<file path="src/rtl/fcd_pkg.sv">
package fcd_pkg;

  typedef enum logic [1:0] {
    RD_ARRAY  = 2'd0,
    RD_IDENT  = 2'd1,
    RD_STATUS = 2'd2
  } rd_mode_e;

  typedef enum logic [1:0] {
    SQ_IDLE  = 2'd0,
    SQ_WDATA = 2'd1,
    SQ_ECONF = 2'd2
  } seq_state_e;

  localparam logic [7:0] OP_READ_ARRAY = 8'hFF;
  localparam logic [7:0] OP_READ_ID    = 8'h90;
  localparam logic [7:0] OP_READ_SR    = 8'h70;
  localparam logic [7:0] OP_CLEAR_SR   = 8'h50;
  localparam logic [7:0] OP_WRITE_A    = 8'h40;
  localparam logic [7:0] OP_WRITE_B    = 8'h10;
  localparam logic [7:0] OP_ERASE      = 8'h20;
  localparam logic [7:0] OP_CONFIRM    = 8'hD0;
  localparam logic [7:0] OP_SUSPEND    = 8'hB0;

  // error flag vector layout, mapped onto status bits 5..3
  localparam int ERR_V = 0;
  localparam int ERR_W = 1;
  localparam int ERR_E = 2;

endpackage

</file>
<file path="src/rtl/fcd_seq.sv">
module fcd_seq
  import fcd_pkg::*;
#(
  parameter int ADDR_W  = 18,
  parameter int DATA_W  = 16,
  parameter int BLK_LSB = 14
) (
  input  logic                      clk,
  input  logic                      rst_n,
  input  logic                      wr_en,
  input  logic [ADDR_W-1:0]         wr_addr,
  input  logic [DATA_W-1:0]         wr_data,
  input  logic                      op_busy,
  input  logic                      held,
  input  logic                      erase_run,
  output rd_mode_e                  mode,
  output logic                      go_write,
  output logic                      go_erase,
  output logic                      seq_err,
  output logic                      clr_err,
  output logic                      susp_cmd,
  output logic                      resume_cmd,
  output logic                      prog_start,
  output logic                      erase_start,
  output logic [ADDR_W-1:0]         prog_addr,
  output logic [DATA_W-1:0]         prog_data,
  output logic [ADDR_W-BLK_LSB-1:0] erase_blk
);

  localparam int BLK_W = ADDR_W - BLK_LSB;

  seq_state_e state_q, state_n;
  rd_mode_e   mode_q, mode_n;
  logic [7:0] cmd;
  logic       prog_start_q, erase_start_q;
  logic [ADDR_W-1:0] prog_addr_q;
  logic [DATA_W-1:0] prog_data_q;
  logic [BLK_W-1:0]  erase_blk_q;

  assign cmd = wr_data[7:0];

  always_comb begin
    state_n    = state_q;
    mode_n     = mode_q;
    go_write   = 1'b0;
    go_erase   = 1'b0;
    seq_err    = 1'b0;
    clr_err    = 1'b0;
    susp_cmd   = 1'b0;
    resume_cmd = 1'b0;
    if (wr_en) begin
      unique case (state_q)
        SQ_WDATA: begin
          go_write = 1'b1;
          mode_n   = RD_STATUS;
          state_n  = SQ_IDLE;
        end
        SQ_ECONF: begin
          if (cmd == OP_CONFIRM) go_erase = 1'b1;
          else                   seq_err  = 1'b1;
          mode_n  = RD_STATUS;
          state_n = SQ_IDLE;
        end
        default: begin
          state_n = SQ_IDLE;
          if (op_busy) begin
            if (cmd == OP_READ_SR) begin
              mode_n = RD_STATUS;
            end else if (cmd == OP_SUSPEND && erase_run) begin
              susp_cmd = 1'b1;
              mode_n   = RD_STATUS;
            end
          end else if (held) begin
            unique case (cmd)
              OP_READ_ARRAY: mode_n = RD_ARRAY;
              OP_READ_ID:    mode_n = RD_IDENT;
              OP_READ_SR:    mode_n = RD_STATUS;
              OP_CLEAR_SR:   clr_err = 1'b1;
              OP_CONFIRM: begin
                resume_cmd = 1'b1;
                mode_n     = RD_STATUS;
              end
              default: ;
            endcase
          end else begin
            unique case (cmd)
              OP_READ_ARRAY: mode_n  = RD_ARRAY;
              OP_READ_ID:    mode_n  = RD_IDENT;
              OP_READ_SR:    mode_n  = RD_STATUS;
              OP_CLEAR_SR:   clr_err = 1'b1;
              OP_WRITE_A:    state_n = SQ_WDATA;
              OP_WRITE_B:    state_n = SQ_WDATA;
              OP_ERASE:      state_n = SQ_ECONF;
              default: ;
            endcase
          end
        end
      endcase
    end
  end

  always_ff @(posedge clk or negedge rst_n) begin
    if (!rst_n) begin
      state_q       <= SQ_IDLE;
      mode_q        <= RD_ARRAY;
      prog_start_q  <= 1'b0;
      erase_start_q <= 1'b0;
    end else begin
      state_q       <= state_n;
      mode_q        <= mode_n;
      prog_start_q  <= go_write;
      erase_start_q <= go_erase;
    end
  end

  always_ff @(posedge clk or negedge rst_n) begin
    if (!rst_n) begin
      prog_addr_q <= '0;
      prog_data_q <= '0;
    end else if (go_write) begin
      prog_addr_q <= wr_addr;
      prog_data_q <= wr_data;
    end
  end

  always_ff @(posedge clk or negedge rst_n) begin
    if (!rst_n) begin
      erase_blk_q <= '0;
    end else if (go_erase) begin
      erase_blk_q <= wr_addr[ADDR_W-1:BLK_LSB];
    end
  end

  assign mode        = mode_q;
  assign prog_start  = prog_start_q;
  assign erase_start = erase_start_q;
  assign prog_addr   = prog_addr_q;
  assign prog_data   = prog_data_q;
  assign erase_blk   = erase_blk_q;

endmodule

</file>
<file path="src/rtl/fcd_status.sv">
module fcd_status
  import fcd_pkg::*;
(
  input  logic       clk,
  input  logic       rst_n,
  input  logic       go_write,
  input  logic       go_erase,
  input  logic       seq_err,
  input  logic       clr_err,
  input  logic       susp_cmd,
  input  logic       resume_cmd,
  input  logic       eng_done,
  input  logic       eng_fail,
  input  logic       eng_vlow,
  input  logic       eng_suspended,
  output logic [7:0] status,
  output logic       op_busy,
  output logic       held,
  output logic       erase_run,
  output logic       suspend_req
);

  logic       active_q, active_n;
  logic       is_erase_q, is_erase_n;
  logic       sreq_q, sreq_n;
  logic       susp_q, susp_n;
  logic [2:0] err_q, err_n;
  logic       finish;

  assign finish = eng_done & active_q;

  always_comb begin
    active_n   = active_q;
    is_erase_n = is_erase_q;
    sreq_n     = sreq_q;
    susp_n     = susp_q;
    err_n      = clr_err ? 3'b000 : err_q;

    if (go_write || go_erase) begin
      active_n   = 1'b1;
      is_erase_n = go_erase;
    end
    if (susp_cmd) sreq_n = 1'b1;
    if (resume_cmd) begin
      sreq_n = 1'b0;
      susp_n = 1'b0;
    end else if (sreq_q && eng_suspended) begin
      susp_n = 1'b1;
    end
    if (seq_err) begin
      err_n[ERR_E] = 1'b1;
      err_n[ERR_W] = 1'b1;
    end
    if (finish) begin
      active_n = 1'b0;
      sreq_n   = 1'b0;
      susp_n   = 1'b0;
      if (eng_fail) begin
        if (is_erase_q) err_n[ERR_E] = 1'b1;
        else            err_n[ERR_W] = 1'b1;
      end
      if (eng_vlow) err_n[ERR_V] = 1'b1;
    end
  end

  always_ff @(posedge clk or negedge rst_n) begin
    if (!rst_n) begin
      active_q   <= 1'b0;
      is_erase_q <= 1'b0;
      sreq_q     <= 1'b0;
      susp_q     <= 1'b0;
      err_q      <= 3'b000;
    end else begin
      active_q   <= active_n;
      is_erase_q <= is_erase_n;
      sreq_q     <= sreq_n;
      susp_q     <= susp_n;
      err_q      <= err_n;
    end
  end

  assign status      = {(~active_q | susp_q), susp_q, err_q, 3'b000};
  assign op_busy     = active_q & ~susp_q;
  assign held        = susp_q;
  assign erase_run   = active_q & is_erase_q;
  assign suspend_req = sreq_q;

endmodule

</file>
<file path="src/rtl/fcd_rdmux.sv">
module fcd_rdmux
  import fcd_pkg::*;
#(
  parameter int          ADDR_W = 18,
  parameter int          DATA_W = 16,
  parameter logic [15:0] MFR_ID = 16'h005A,
  parameter logic [15:0] DEV_ID = 16'h00C3
) (
  input  rd_mode_e          mode,
  input  logic [ADDR_W-1:0] rd_addr,
  input  logic [DATA_W-1:0] array_rdata,
  input  logic [7:0]        status,
  output logic [DATA_W-1:0] rd_data
);

  localparam int PAD_W = DATA_W - 8;

  logic [DATA_W-1:0] ident_word;

  assign ident_word = (rd_addr == '0) ? DATA_W'(MFR_ID) : DATA_W'(DEV_ID);

  always_comb begin
    unique case (mode)
      RD_IDENT:  rd_data = ident_word;
      RD_STATUS: rd_data = {{PAD_W{1'b0}}, status};
      default:   rd_data = array_rdata;
    endcase
  end

endmodule

</file>
<file path="src/rtl/flash_cmd_decoder.sv">
module flash_cmd_decoder
  import fcd_pkg::*;
#(
  parameter int          ADDR_W  = 18,
  parameter int          DATA_W  = 16,
  parameter int          BLK_LSB = 14,
  parameter logic [15:0] MFR_ID  = 16'h005A,
  parameter logic [15:0] DEV_ID  = 16'h00C3
) (
  input  logic                      clk,
  input  logic                      rst_n,
  input  logic                      wr_en,
  input  logic [ADDR_W-1:0]         wr_addr,
  input  logic [DATA_W-1:0]         wr_data,
  input  logic [ADDR_W-1:0]         rd_addr,
  input  logic [DATA_W-1:0]         array_rdata,
  output logic [DATA_W-1:0]         rd_data,
  input  logic                      eng_done,
  input  logic                      eng_fail,
  input  logic                      eng_vlow,
  input  logic                      eng_suspended,
  output logic                      prog_start,
  output logic [ADDR_W-1:0]         prog_addr,
  output logic [DATA_W-1:0]         prog_data,
  output logic                      erase_start,
  output logic [ADDR_W-BLK_LSB-1:0] erase_blk,
  output logic                      suspend_req
);

  rd_mode_e   mode_w;
  logic       go_write_w, go_erase_w, seq_err_w, clr_err_w;
  logic       susp_cmd_w, resume_cmd_w;
  logic       op_busy_w, held_w, erase_run_w;
  logic [7:0] sr_w;

  fcd_seq #(
    .ADDR_W (ADDR_W),
    .DATA_W (DATA_W),
    .BLK_LSB(BLK_LSB)
  ) u_seq (
    .clk        (clk),
    .rst_n      (rst_n),
    .wr_en      (wr_en),
    .wr_addr    (wr_addr),
    .wr_data    (wr_data),
    .op_busy    (op_busy_w),
    .held       (held_w),
    .erase_run  (erase_run_w),
    .mode       (mode_w),
    .go_write   (go_write_w),
    .go_erase   (go_erase_w),
    .seq_err    (seq_err_w),
    .clr_err    (clr_err_w),
    .susp_cmd   (susp_cmd_w),
    .resume_cmd (resume_cmd_w),
    .prog_start (prog_start),
    .erase_start(erase_start),
    .prog_addr  (prog_addr),
    .prog_data  (prog_data),
    .erase_blk  (erase_blk)
  );

  fcd_status u_status (
    .clk          (clk),
    .rst_n        (rst_n),
    .go_write     (go_write_w),
    .go_erase     (go_erase_w),
    .seq_err      (seq_err_w),
    .clr_err      (clr_err_w),
    .susp_cmd     (susp_cmd_w),
    .resume_cmd   (resume_cmd_w),
    .eng_done     (eng_done),
    .eng_fail     (eng_fail),
    .eng_vlow     (eng_vlow),
    .eng_suspended(eng_suspended),
    .status       (sr_w),
    .op_busy      (op_busy_w),
    .held         (held_w),
    .erase_run    (erase_run_w),
    .suspend_req  (suspend_req)
  );

  fcd_rdmux #(
    .ADDR_W(ADDR_W),
    .DATA_W(DATA_W),
    .MFR_ID(MFR_ID),
    .DEV_ID(DEV_ID)
  ) u_rdmux (
    .mode       (mode_w),
    .rd_addr    (rd_addr),
    .array_rdata(array_rdata),
    .status     (sr_w),
    .rd_data    (rd_data)
  );

endmodule

</file>
<file path="config.mk">
export PLATFORM = sky130hd
export DESIGN_NAME = flash_cmd_decoder
export DESIGN_NICKNAME = d
export VERILOG_FILES = /design/src/rtl/fcd_pkg.sv /design/src/rtl/fcd_seq.sv /design/src/rtl/fcd_status.sv /design/src/rtl/fcd_rdmux.sv /design/src/rtl/flash_cmd_decoder.sv
export SDC_FILE = /design/constraint.sdc
export NUM_CORES = 1
export LEC_CHECK = 0
export ABC_CLOCK_PERIOD_IN_PS = 1950
export BUFFER_PORTS_ARGS = -buffer_cell sky130_fd_sc_hd__buf_2
export CAP_MARGIN = 20
export CORE_MARGIN = 2
export CORE_UTILIZATION = 44
export DETAILED_ROUTE_END_ITERATION = 10
export GPL_ROUTABILITY_DRIVEN = 0
export MAX_ROUTING_LAYER = met4
export PLACE_DENSITY = 0.88
export REMOVE_ABC_BUFFERS = 1
export SYNTH_ARGS = -nofsm -noshare
export SYNTH_HDL_FRONTEND = slang
export SYNTH_SLANG_ARGS = --single-unit
</file>
<file path="constraint.sdc">
create_clock -name clk -period 1.95 [get_ports clk]
set_input_delay 0.0975 -clock clk [delete_from_list [all_inputs] [get_ports clk]]
set_output_delay 0.0975 -clock clk [all_outputs]
set_load 0.005 [all_outputs]
</file>
# Yosys cells after proc, flatten, opt, wreduce, memory -nomap -nowiden
# Cells that the tools add are included.
# totals
ff_bits,51
out_inout_bits,57
input_bits,75
elab_cells,94
# classes
n_reduce_logical,12
bitwise,6
n_eq_ne,15
muxes,49
# ops
cell,n
$eq A8 B8 Y1 const B,4
$mux W1,32
$pmux W16 S2,1
$eq A8 B7 Y1 const B,3
$mux W2,10
$logic_not A18 Y1,1
$pmux W2 S3,2
$eq A8 B5 Y1 const B,1
$eq A8 B6 Y1 const B,1
$mux W8,1
$mux W3,2
$ne A6 B6 Y1 const B,1
$reduce_bool A3 Y1,2
$reduce_bool A6 Y1,1
$reduce_or A2 Y1,3
$eq A2 B1 Y1 const B,2
$eq A2 B2 Y1 const B,2
$ne A4 B2 Y1 const B,1
$pmux W2 S2,1
$reduce_and A4 Y1,1
$and A1 B1 Y1,3
$logic_and A1 B1 Y1,2
$not A1 Y1,2
$reduce_bool A2 Y1,1
2 further kinds,2

# Longest topological paths before layout
# Gate-level depths: netlist (run 1).
# logic_depth
ltp_word,10
ltp_mapped,6
mapped_depth_nobuf,6

# Cells and area by module
# From an unflattened synthesis (run 1), not the netlist that was laid out.
# hier_totals
hier_cells,221
hier_area_um2,2546.2
# by_module_without_submodules
mod,seq_area_each_um2,area_each_um2,instances,cells_per_inst
fcd_seq,1101.1,1921.8,1,142
fcd_status,175.2,319.1,1,32
fcd_rdmux,0.0,305.3,1,47

# Worst setup path after synthesis (run 1)
# Ideal clock, no wire load.
# synth_timing
path_kind,register -> register
start,register u_status.susp_q (netlist: u_status.held)
end,register u_seq.mode_q[0] (netlist: u_seq.mode[0])
t_arrival_ns,1.459
setup_slack_ns,0.363
required_ns,1.823
n_path_buf,0
setup_ns,0.127
period_less_slack_ns,1.587
path_stages_with_launch,6
cell_sequence,dfrtp_1 -> nand2b_1 -> nand4b_1 -> a21boi_0 -> a221o_1 -> mux2_1
# synth_between
elab_chain_cells,4
elab_cells_between_ends,9
cone_classes,2 x eq/ne; 3 x mux; 2 x bitwise; 2 x reduce/logical
# synth_rtl
item,line,text
"start, declared",fcd_status.sv:26,"logic susp_q, susp_n;"
"start signal, assigned",fcd_status.sv:77,susp_q <= susp_n;
$not A1 Y1,fcd_status.sv:83,assign op_busy = active_q & ~susp_q;
$and A1 B1 Y1,fcd_status.sv:83,
"$ne A6 B6 Y1 (no source line), or another cell as far along",n/a,
$reduce_and A4 Y1 (no source line) / $mux W2 (equally long branches),n/a,
"end signal, assigned",fcd_seq.sv:110,mode_q <= mode_n;
"end, declared",fcd_seq.sv:33,"rd_mode_e mode_q, mode_n;"
# Parallel ways exist; a longest one is shown, timed or not.
# A chain may end at the register's enable or synchronous reset.

# Worst setup path after layout (run 1)
# Same ends and word-level chain as after synthesis.

==> results of run 1 <==
-- what timing repair did --
action                                 in CTS  in global routing
setup endpoints to repair                   0                  9
gates resized for setup                     0                  1
hold buffers                                1                  0
endpoints found under the hold margin      37                  0
-- state kept, by name, indices dropped and copies added, names as in the netlist --
| register | count |
|---|---|
| u_seq.prog_addr | 18 |
| u_seq.prog_data | 16 |
| u_seq.erase_blk | 4 |
| u_status.err_q | 3 |
| u_seq.mode | 2 |
| u_seq.state_q | 2 |
| u_seq.erase_start | 1 |
| u_seq.prog_start | 1 |
| u_status.active_q | 1 |
| u_status.held | 1 |
| u_status.is_erase_q | 1 |
| u_status.suspend_req | 1 |
-- routing by layer --
metal	share of wire	wire length [um]	up-vias	track usage
met3	0.088	524	5	0.0600
met1	0.40	2400	957	0.241
met4	0.013	76	0	0.0643
li1	-	-	977	-
met2	0.50	2940	106	0.360
met5	0	0	-	-
-- through the flow --
| step | cells | hold WS, ns | setup WS [ns] | total power [mW] | util |
|---|---|---|---|---|---|
| after floorplan | 192 | -0.198 | 0.307 | 1.65 | - |
| after global placement | 396 | 0.239 | 0.298 | 2.02 | 0.602 |
| after detailed placement | 396 | 0.243 | 0.188 | 2.04 | 0.602 |
| after CTS | 405 | 0.00814 | 0.101 | 2.68 | 0.623 |
| after global routing | 405 | 0.00131 | 0.0295 | 2.84 | 0.623 |
| final | 405 | 0.0146 | 0.166 | 2.66 | 0.623 |
-- power groups by stage --
| stage | Clock, mW | Sequential, mW | Combinational [mW] |
|---|---|---|---|
| floorplan | 0 | 1.32 | 0.330 |
| global placement | 0 | 1.31 | 0.706 |
| detailed placement | 0 | 1.32 | 0.723 |
| CTS | 0.653 | 1.30 | 0.730 |
| global route | 0.702 | 1.32 | 0.811 |
| finish | 0.643 | 1.30 | 0.721 |
-- cells in the final DEF, fill, tap and decap left out, types with 2 or more instances in the layout --
master,n
clkbuf_8,6
dfrtp_1,51
nor2b_1,3
nor2_1,7
buf_2,131
ha_1,3
inv_1,5
nor4_1,5
buf_4,3
a21o_1,2
o21ai_0,9
nand3_1,7
nand4_1,3
and2_1,10
mux2_2,38
nand2_1,20
a21oi_1,5
and3_1,2
o22ai_1,2
-- area by class of cell --
class	count	share of cell area
flip-flops and latches	51	0.398
multi-input cells	135	0.321
repair buffers	135	0.215
well taps	70	0.0273
clock buffers	6	0.0258
inverters	6	0.00703
clock inverters	2	0.00508
-- kinds of logic (layout without fill, tap and decap cells) --
kind of cell	after synthesis	count (layout)	share of synthesized area
compound gates	27	27	0.0744
xor+xnor	1	1	0.00372
mux	39	39	0.186
fa+ha+maj	4	4	0.0212
simple gates	64	64	0.150
flops	51	51	0.542
buf+inv	13	149	0.0223
-- final timing paths --
check	from	to	slack [ns]	cells past startpoint
max reg2reg	u_status.held$_DFFE_PN0P_	u_seq.mode[0]$_DFFE_PN0P_	0.17	5
max in group asynchronous	rst_n	u_seq.prog_addr[14]$_DFFE_PN0P_	0.87	3
min in group asynchronous	rst_n	u_seq.prog_addr[7]$_DFFE_PN0P_	0.44	2
min	wr_addr[12]	u_seq.prog_addr[12]$_DFFE_PN0P_	0.01	2
min reg2reg	u_status.err_q[2]$_DFF_PN0_	u_status.err_q[2]$_DFF_PN0_	0.50	2
max	u_status.held$_DFFE_PN0P_	u_seq.mode[0]$_DFFE_PN0P_	0.17	5
==> summary.txt, run 1 <==
run status: complete, no violations
Max Slew Vio Count: 0
Slew @ Worst Pin: 0.857 ns
Longest Clk Path Bufs: 2
layout cells sized above 1: 0.555
Leakage: 1.73 nW
Final ANT Viol Nets: 0
Final period util: 0.915
P_sw: 0.772 mW
Filler cells: 428
DR iter-0 viols: 94
CP arrival: 1.98 ns
final setup vio count: 0
Cell Area, Placed: 0.00309 mm^2
wire per inst: 14.7 um
Slew headroom: 0.429
vias: 2045
grt ovf: 0
setup TNS: 0 ns
fin crit period: 1.78 ns
Post-synth EDFFs: 0
critical path fanouts, max: 7
die area: 0.00596 mm^2
top area cells in the synthesized netlist: dfrtp_1 54%, mux2_2 18%, nand2_1 3.2%
crit path capture type: flip-flop
warnings from Yosys: 0
sequential area share after synthesis: 0.542
CP Cell Sequence: nand2b_1 -> nand4b_1 -> a21boi_0 -> a221o_1 -> mux2_1
Reg area: 0.00128 mm^2
multi-input combinational cell area: 0.00103 mm^2
PwrDens: 832 mW/mm^2
top cell type by total area after synthesis: dfrtp_1
Clock Latency Late Sink: 0.31 ns
Die H: 77.2 um
Overall Global Routing Usage: 0.211
top-count cell post-synth: dfrtp_1
DP Wirelength: 4530 um
Top Family by Delay on Critical Path: simple AND/OR/NAND/NOR gates
Final nets: 413
Antenna Cells: 0
CTS tree: yes
Synth async-reset ratio: 1.00
# port buffers: 131
post-synthesis area per instance: 11.8 um^2
initial antenna violation count: 0
routed wire length: 5940 um
Gate Count Post-Synth: 199
Max Cap Violations: 0
Final Hold Vio Count: 0
clock share of power: 0.241
total CTS buffers: 5
Ports: 132
fin area: 0.00320 mm^2
core area: 0.00514 mm^2
peak supply drop: 0.652 mV
sequential power share: 0.488
Initial Util: 0.458
CTS clock-pin slew for the worst setup and hold paths: 0.09 ns
Critical Path RT: 2.15 ns
Root Driver: clkbuf_8
FF+latch count, synth: 51
vias in the first global route: 2061
crit path kind: flip-flop to flip-flop
crit path launch type: flip-flop
Max stage delay on crit path: 0.45 ns
Switching Share: 0.290
Worst Skew: 0.00285 ns
pin count of the biggest net entering global routing: 40
DRT Pass-1 Iters: 4
RSZ-0062 raised after global routing: no
clock sink count: 51
DR vias/cell: 5.05
postcts setup bufs: 0
slowest CP cell: dfrtp_1
global-route wire length before repair: 9590 um
drt drc: 0
Max Freq: 0.560 GHz
area share of the largest cell type after synthesis: 0.542
logic gate share of total power: 0.271
CP bufs+invs: 0
row cnt: 26
Post-Syn Area: 0.00236 mm^2
die width: 77.2 um
Synth top cells by count: 51 x dfrtp_1, 38 x mux2_2, 20 x nand2_1
H-Tree Depth: 2
top_reg_cell synth: dfrtp_1
Worst Hold Class: input pin to flip-flop
Internal: 1.89 mW
library cells used by synthesis: 38
Area Overhead vs Synth: 36.0%
No activity file was read; power rests on OpenSTA's default activity.
==> run 2: changes to the inputs <==
==> constraint.sdc (replaced) <==
create_clock -name clk -period 1.95 [get_ports clk]
set_input_delay 0.195 -clock clk [delete_from_list [all_inputs] [get_ports clk]]
set_output_delay 0.195 -clock clk [all_outputs]
set_load 0.005 [all_outputs]
==> run 2 against run 1 <==
  * Global-route usage grew 0.24 points
  * Cell count shrank 0.25%
  * Sequential power is essentially flat
  * Die area is the same
  * Clock-buffer cell count shrank 1
  * Sequential cell count is the same
  * Worst setup slack lost 0.076 ns
  * Critical path type unchanged
  * Largest cell class unchanged
  * Largest power group unchanged
==> summary.txt, run 2 (synthesis results as in run 1) <==
run status: complete, no violations (unchanged)
critical path fanouts, max: 7 (unchanged)
Filler cells: 425 (was 428)
die width: 77.2 um (unchanged)
vias: 2062 (was 2045)
max FFs per register: 18 (unchanged)
global-route wire length before repair: 9710 um (was 9590 um)
dpl ws: 0.151 ns (was 0.188 ns)
Final Hold Vio Count: 0 (unchanged)
Max Freq: 0.538 GHz (was 0.560 GHz)
Area Overhead vs Synth: 37.0% (was 36.0%)
layout cells sized above 1: 0.557 (was 0.555)
Reg area: 0.00128 mm^2 (unchanged)
vias in the first global route: 2108 (was 2061)
Overall Global Routing Usage: 0.213 (was 0.211)
crit path launch type: flip-flop (unchanged)
Final period util: 0.954 (was 0.915)
crit path capture type: flip-flop (unchanged)
Initial Util: 0.458 (unchanged)
cell total after placement: 396 (unchanged)
Ports: 132 (unchanged)
most frequent cells in the layout: 131 x buf_2, 51 x dfrtp_1, 38 x mux2_2, 20 x nand2_1, 10 x and2_1 (unchanged)
routed wire length: 6000 um (was 5940 um)
clock sink count: 51 (unchanged)
core area: 0.00514 mm^2 (unchanged)
Max Slew Vio Count: 0 (unchanged)
Max Cap Violations: 0 (unchanged)
crit path kind: flip-flop to flip-flop (unchanged)
DRT Pass-1 Iters: 4 (unchanged)
drt drc: 0 (unchanged)
Worst Hold Class: input pin to flip-flop (unchanged)
DR iter-0 viols: 67 (was 94)
DP Wirelength: 4680 um (was 4530 um)
Longest Clk Path Bufs: 2 (unchanged)
DR vias/cell: 5.10 (was 5.05)
Post-Layout Cell Count: 404 (was 405)
Antenna Cells: 0 (unchanged)
total CTS buffers: 5 (unchanged)
grt ovf: 0 (unchanged)
PwrDens: 851 mW/mm^2 (was 832 mW/mm^2)
setup TNS: 0 ns (unchanged)
Root Driver: clkbuf_8 (unchanged)
Max stage delay on crit path: 0.46 ns (was 0.45 ns)
Pwr Total: 2.75 mW (was 2.66 mW)
Die H: 77.2 um (unchanged)
row cnt: 26 (unchanged)
slowest CP cell: dfrtp_1 (unchanged)
Slew headroom: 0.624 (was 0.429)
Leakage: 1.74 nW (was 1.73 nW)
peak supply drop: 0.518 mV (was 0.652 mV)
multi-input combinational cell area: 0.00103 mm^2 (about the same)
H-Tree Depth: 2 (unchanged)
final setup vio count: 0 (unchanged)
CTS clock-pin slew for the worst setup and hold paths: 0.09 ns (about the same)
# port buffers: 131 (unchanged)
postcts setup bufs: 0 (unchanged)
pin count of the biggest net entering global routing: 32 (was 40)
wire per inst: 14.9 um (was 14.7 um)
fin crit period: 1.86 ns (was 1.78 ns)
Final ANT Viol Nets: 0 (unchanged)
Final nets: 413 (unchanged)
RSZ-0062 raised after global routing: no (unchanged)
initial antenna violation count: 0 (unchanged)
die area: 0.00596 mm^2 (unchanged)
CTS tree: yes (unchanged)
Slew @ Worst Pin: 0.563 ns (was 0.857 ns)
CP arrival: 2.05 ns (was 1.98 ns)
Critical Path RT: 2.14 ns (was 2.15 ns)
commonest non-fill, non-tap cell in the layout: buf_2 (unchanged)
setup ws final: 0.0902 ns (was 0.166 ns)
Clock Latency Late Sink: 0.30 ns (was 0.31 ns)
CP Cell Sequence: nand2b_1 -> nand4b_1 -> a21boi_1 -> a221o_1 -> mux2_1 (was nand2b_1 -> nand4b_1 -> a21boi_0 -> a221o_1 -> mux2_1)
Worst Skew: 0.00751 ns (was 0.00285 ns)
[run 2: layout make-up]
| class | instances | share of cell area |
|---|---|---|
| clock buffers | 5 | 0.0213 |
| clock inverters | 2 | 0.0116 |
| inverters | 6 | 0.00698 |
| multi-input cells | 135 | 0.321 |
| flip-flops and latches | 51 | 0.395 |
| well taps | 70 | 0.0271 |
| repair buffers | 135 | 0.217 |
[run 2: path summary, 6_finish.rpt]
kind | start | end | slack [ns] | cells past startpoint
worst max-delay path | u_status.held$_DFFE_PN0P_ | u_seq.mode[0]$_DFFE_PN0P_ | 0.09 | 5
worst min-delay path | wr_addr[12] | u_seq.prog_addr[12]$_DFFE_PN0P_ | 0.12 | 2
worst max register to register | u_status.held$_DFFE_PN0P_ | u_seq.mode[0]$_DFFE_PN0P_ | 0.09 | 5
worst min register to register | u_seq.prog_data[4]$_DFFE_PN0P_ | u_seq.prog_data[4]$_DFFE_PN0P_ | 0.51 | 1
max in group asynchronous | rst_n | u_status.held$_DFFE_PN0P_ | 1.03 | 3
min in group asynchronous | rst_n | u_seq.prog_addr[7]$_DFFE_PN0P_ | 0.39 | 2
[run 2: repair_timing]
item,in CTS,in global routing
hold endpoints to repair,20,0
hold buffers,1,0
endpoints found under the setup margin,0,6
resized for setup,0,3
[run 2: routing by layer]
| metal | routed length [um] | share of wire | GRT usage | vias to the layer above |
|---|---|---|---|---|
| li1 | - | - | - | 980 |
| met2 | 2990 | 0.50 | 0.377 | 131 |
| met4 | 78 | 0.013 | 0.0571 | 0 |
| met3 | 563 | 0.094 | 0.0541 | 8 |
| met5 | 0 | 0 | - | - |
| met1 | 2360 | 0.39 | 0.239 | 943 |
[run 2: critical path, delay by kind of cell, from the launching register on]
kind / cells / cell delay [ns]
simple gates: 2 / 0.55
flops: 1 / 0.46
compound gates: 2 / 0.42
mux: 1 / 0.32
[run 2: report_power, final]
| group | leakage (nW) | switching, mW | internal, mW |
|---|---|---|---|
| clock network | 0.0502 | 0.331 | 0.375 |
| logic | 1.01 | 0.337 | 0.404 |
| registers | 0.672 | 0.0913 | 1.21 |
| total | 1.74 | 0.759 | 1.99 |
[run 2: through the flow]
step | hold slack, ns | cell area [um^2] | util
floorplan | -0.101 | 2330 | -
global placement | 0.183 | 3100 | 0.604
detailed placement | 0.186 | 3100 | 0.604
CTS | 0.115 | 3220 | 0.627
global route | 0.113 | 3230 | 0.628
finish | 0.117 | 3230 | 0.628
==> run 3: changes to the inputs <==
--- a/config.mk
+++ b/config.mk
@@ -10,11 +10,12 @@
 export CAP_MARGIN = 20
 export CORE_MARGIN = 2
 export CORE_UTILIZATION = 44
+export CTS_CLUSTER_DIAMETER = 60
 export DETAILED_ROUTE_END_ITERATION = 10
 export GPL_ROUTABILITY_DRIVEN = 0
 export MAX_ROUTING_LAYER = met4
 export PLACE_DENSITY = 0.88
-export REMOVE_ABC_BUFFERS = 1
+export RECOVER_POWER = 25
 export SYNTH_ARGS = -nofsm -noshare
 export SYNTH_HDL_FRONTEND = slang
 export SYNTH_SLANG_ARGS = --single-unit
==> run 3 against run 2 <==
  * Power shrank 3.4%
  * Clock skew is 0.0030 ns higher
  * Highest routed layer unchanged
  * Clock-buffer cell count up 1
  * Register-to-register slack gained 0.07 ns
  * Non-clock buffer count did not move
  * Global-route usage is 1.3 points lower
  * Largest power group unchanged
  * Critical path type unchanged
  * Worst setup slack better by 0.074 ns
  * Fmax up 4.1%
  * Cell area fell by 0.62%
==> summary.txt, run 3 (synthesis results as in run 1) <==
Switching Share: 0.287 (was 0.276)
Max Slew Vio Count: 0 (unchanged)
DP Wirelength: 4330 um (was 4680 um)
Internal: 1.89 mW (was 1.99 mW)
DR iter-0 viols: 58 (was 67)
crit path launch type: flip-flop (unchanged)
pin count of the biggest net entering global routing: 28 (was 32)
dpl ws: 0.190 ns (was 0.151 ns)
Slew headroom: 0.530 (was 0.624)
Max stage delay on crit path: 0.46 ns (about the same)
drt drc: 0 (unchanged)
Final Hold Vio Count: 0 (unchanged)
CTS clock-pin slew for the worst setup and hold paths: 0.09 ns (about the same)
setup ws final: 0.164 ns (was 0.0902 ns)
hold depth: 2 (unchanged)
row cnt: 26 (unchanged)
Post-Layout Cell Count: 405 (was 404)
syn_nets: 278
wire per inst: 13.7 um (was 14.9 um)
die area: 0.00596 mm^2 (unchanged)
vias: 2031 (was 2062)
r2r setup slk: 0.16 ns (was 0.09 ns)
PwrDens: 827 mW/mm^2 (was 851 mW/mm^2)
fin area: 0.00321 mm^2 (was 0.00323 mm^2)
Max Cap Violations: 0 (unchanged)
Max Freq: 0.560 GHz (was 0.538 GHz)
peak supply drop: 0.480 mV (was 0.518 mV)
crit path capture type: flip-flop (unchanged)
Die H: 77.2 um (unchanged)
H-Tree Depth: 2 (unchanged)
die width: 77.2 um (unchanged)
Worst Skew: 0.0105 ns (was 0.00751 ns)
Filler cells: 427 (was 425)
Final ANT Viol Nets: 0 (unchanged)
logic gate share of total power: 0.272 (was 0.270)
Leakage: 1.74 nW (about the same)
initial antenna violation count: 0 (unchanged)
setup TNS: 0 ns (unchanged)
Finished Core Util: 0.624 (was 0.628)
final setup vio count: 0 (unchanged)
DR vias/cell: 5.01 (was 5.10)
vias in the first global route: 2056 (was 2108)
Root Driver: clkbuf_8 (unchanged)
Final period util: 0.916 (was 0.954)
CTS tree: yes (unchanged)
# port buffers: 131 (unchanged)
layout cells sized above 1: 0.555 (was 0.557)
DRT Pass-1 Iters: 4 (unchanged)
clock sink count: 51 (unchanged)
CP arrival: 1.98 ns (was 2.05 ns)
Area Overhead vs Synth: 36.2% (was 37.0%)
CP Cell Sequence: nand2b_1 -> nand4b_1 -> a21boi_0 -> a221o_1 -> mux2_1 (was nand2b_1 -> nand4b_1 -> a21boi_1 -> a221o_1 -> mux2_1)
Ports: 132 (unchanged)
max FFs per register: 18 (unchanged)
Cell Area, Placed: 0.00309 mm^2 (was 0.00310 mm^2)
clock share of power: 0.240 (was 0.257)
P_sw: 0.762 mW (was 0.759 mW)
run status: complete, no violations (unchanged)
slowest CP cell: dfrtp_1 (unchanged)
Antenna Cells: 0 (unchanged)
sequential power share: 0.488 (was 0.473)
Worst Hold Class: input pin to flip-flop (unchanged)
Clock Latency Late Sink: 0.30 ns (about the same)
Slew @ Worst Pin: 0.705 ns (was 0.563 ns)
most frequent cells in the layout: 130 x buf_2, 51 x dfrtp_1, 38 x mux2_2, 20 x nand2_1, 10 x and2_1 (was 131 x buf_2, 51 x dfrtp_1, 38 x mux2_2, 20 x nand2_1, 10 x and2_1)
global-route wire length before repair: 9310 um (was 9710 um)
Final nets: 413 (unchanged)
Critical Path RT: 2.14 ns (about the same)
commonest non-fill, non-tap cell in the layout: buf_2 (unchanged)
Longest Clk Path Bufs: 2 (unchanged)
cells on worst reg2reg path: 5 (unchanged)
crit path kind: flip-flop to flip-flop (unchanged)
core area: 0.00514 mm^2 (unchanged)
critical path fanouts, max: 7 (unchanged)
total CTS buffers: 5 (unchanged)
routed wire length: 5540 um (was 6000 um)
cell total after placement: 396 (unchanged)
Initial Util: 0.458 (unchanged)
Overall Global Routing Usage: 0.200 (was 0.213)
grt ovf: 0 (unchanged)
fin crit period: 1.79 ns (was 1.86 ns)
RSZ-0062 raised after global routing: no (unchanged)
run 3: final cells by class:
type	instances	area, um^2	area share
flip-flops and latches	51	1280	0.398
multi-input cells	135	1040	0.324
repair buffers	135	682	0.213
well taps	70	87.6	0.0273
clock buffers	6	82.6	0.0257
inverters	6	22.5	0.00702
clock inverters	2	16.3	0.00507
run 3: critical path, delay by kind of cell (launching register included):
family | cells | cell delay (ns)
flip-flops | 1 | 0.46
AND/OR/NAND/NOR | 2 | 0.53
multiplexers | 1 | 0.32
AO/OA/AOI/OAI | 2 | 0.37
run 3: per-stage QoR:
| stage | hold slack, ns | total power [mW] |
|---|---|---|
| after floorplan | -0.101 | 1.66 |
| after global placement | 0.101 | 2.01 |
| after detailed placement | 0.102 | 2.04 |
| after CTS | 0.108 | 2.68 |
| after global routing | 0.104 | 2.83 |
| final | 0.116 | 2.65 |
run 3: power by group through the flow:
stage | sequential, mW | clock (mW) | combinational [mW]
2_1_floorplan | 1.31 | 0 | 0.353
3_3_place_gp | 1.31 | 0 | 0.704
3_5_place_dp | 1.32 | 0 | 0.721
4_1_cts | 1.30 | 0.660 | 0.724
5_1_grt | 1.32 | 0.706 | 0.808
6_report | 1.30 | 0.637 | 0.720
run 3: worst paths after layout:
check,from,to
min,wr_addr[10],u_seq.prog_addr[10]$_DFFE_PN0P_
max reg2reg,u_status.held$_DFFE_PN0P_,u_seq.mode[0]$_DFFE_PN0P_
max,u_status.held$_DFFE_PN0P_,u_seq.mode[0]$_DFFE_PN0P_
min in group asynchronous,rst_n,u_seq.prog_data[0]$_DFFE_PN0P_
min reg2reg,u_status.err_q[0]$_DFF_PN0_,u_status.err_q[0]$_DFF_PN0_
max in group asynchronous,rst_n,u_seq.prog_data[11]$_DFFE_PN0P_
run 3: what timing repair did:
action / 4_1_cts / 5_1_grt
gates resized for setup: 0 / 4
endpoints found under the setup margin: 0 / 16
hold endpoints to repair: 12 / 0
buffers inserted: 0 / 0
hold buffers: 1 / 0
run 3: routing by layer:
metal  part of all wire  routed length, um  global-route usage  vias to the layer above
met3              0.089                495              0.0518                        6
met5                  0                  0                   -                        -
met4              0.010                 57              0.0536                        0
met1               0.41               2270               0.236                      926
li1                   -                  -                   -                      985
met2               0.49               2720               0.339                      114
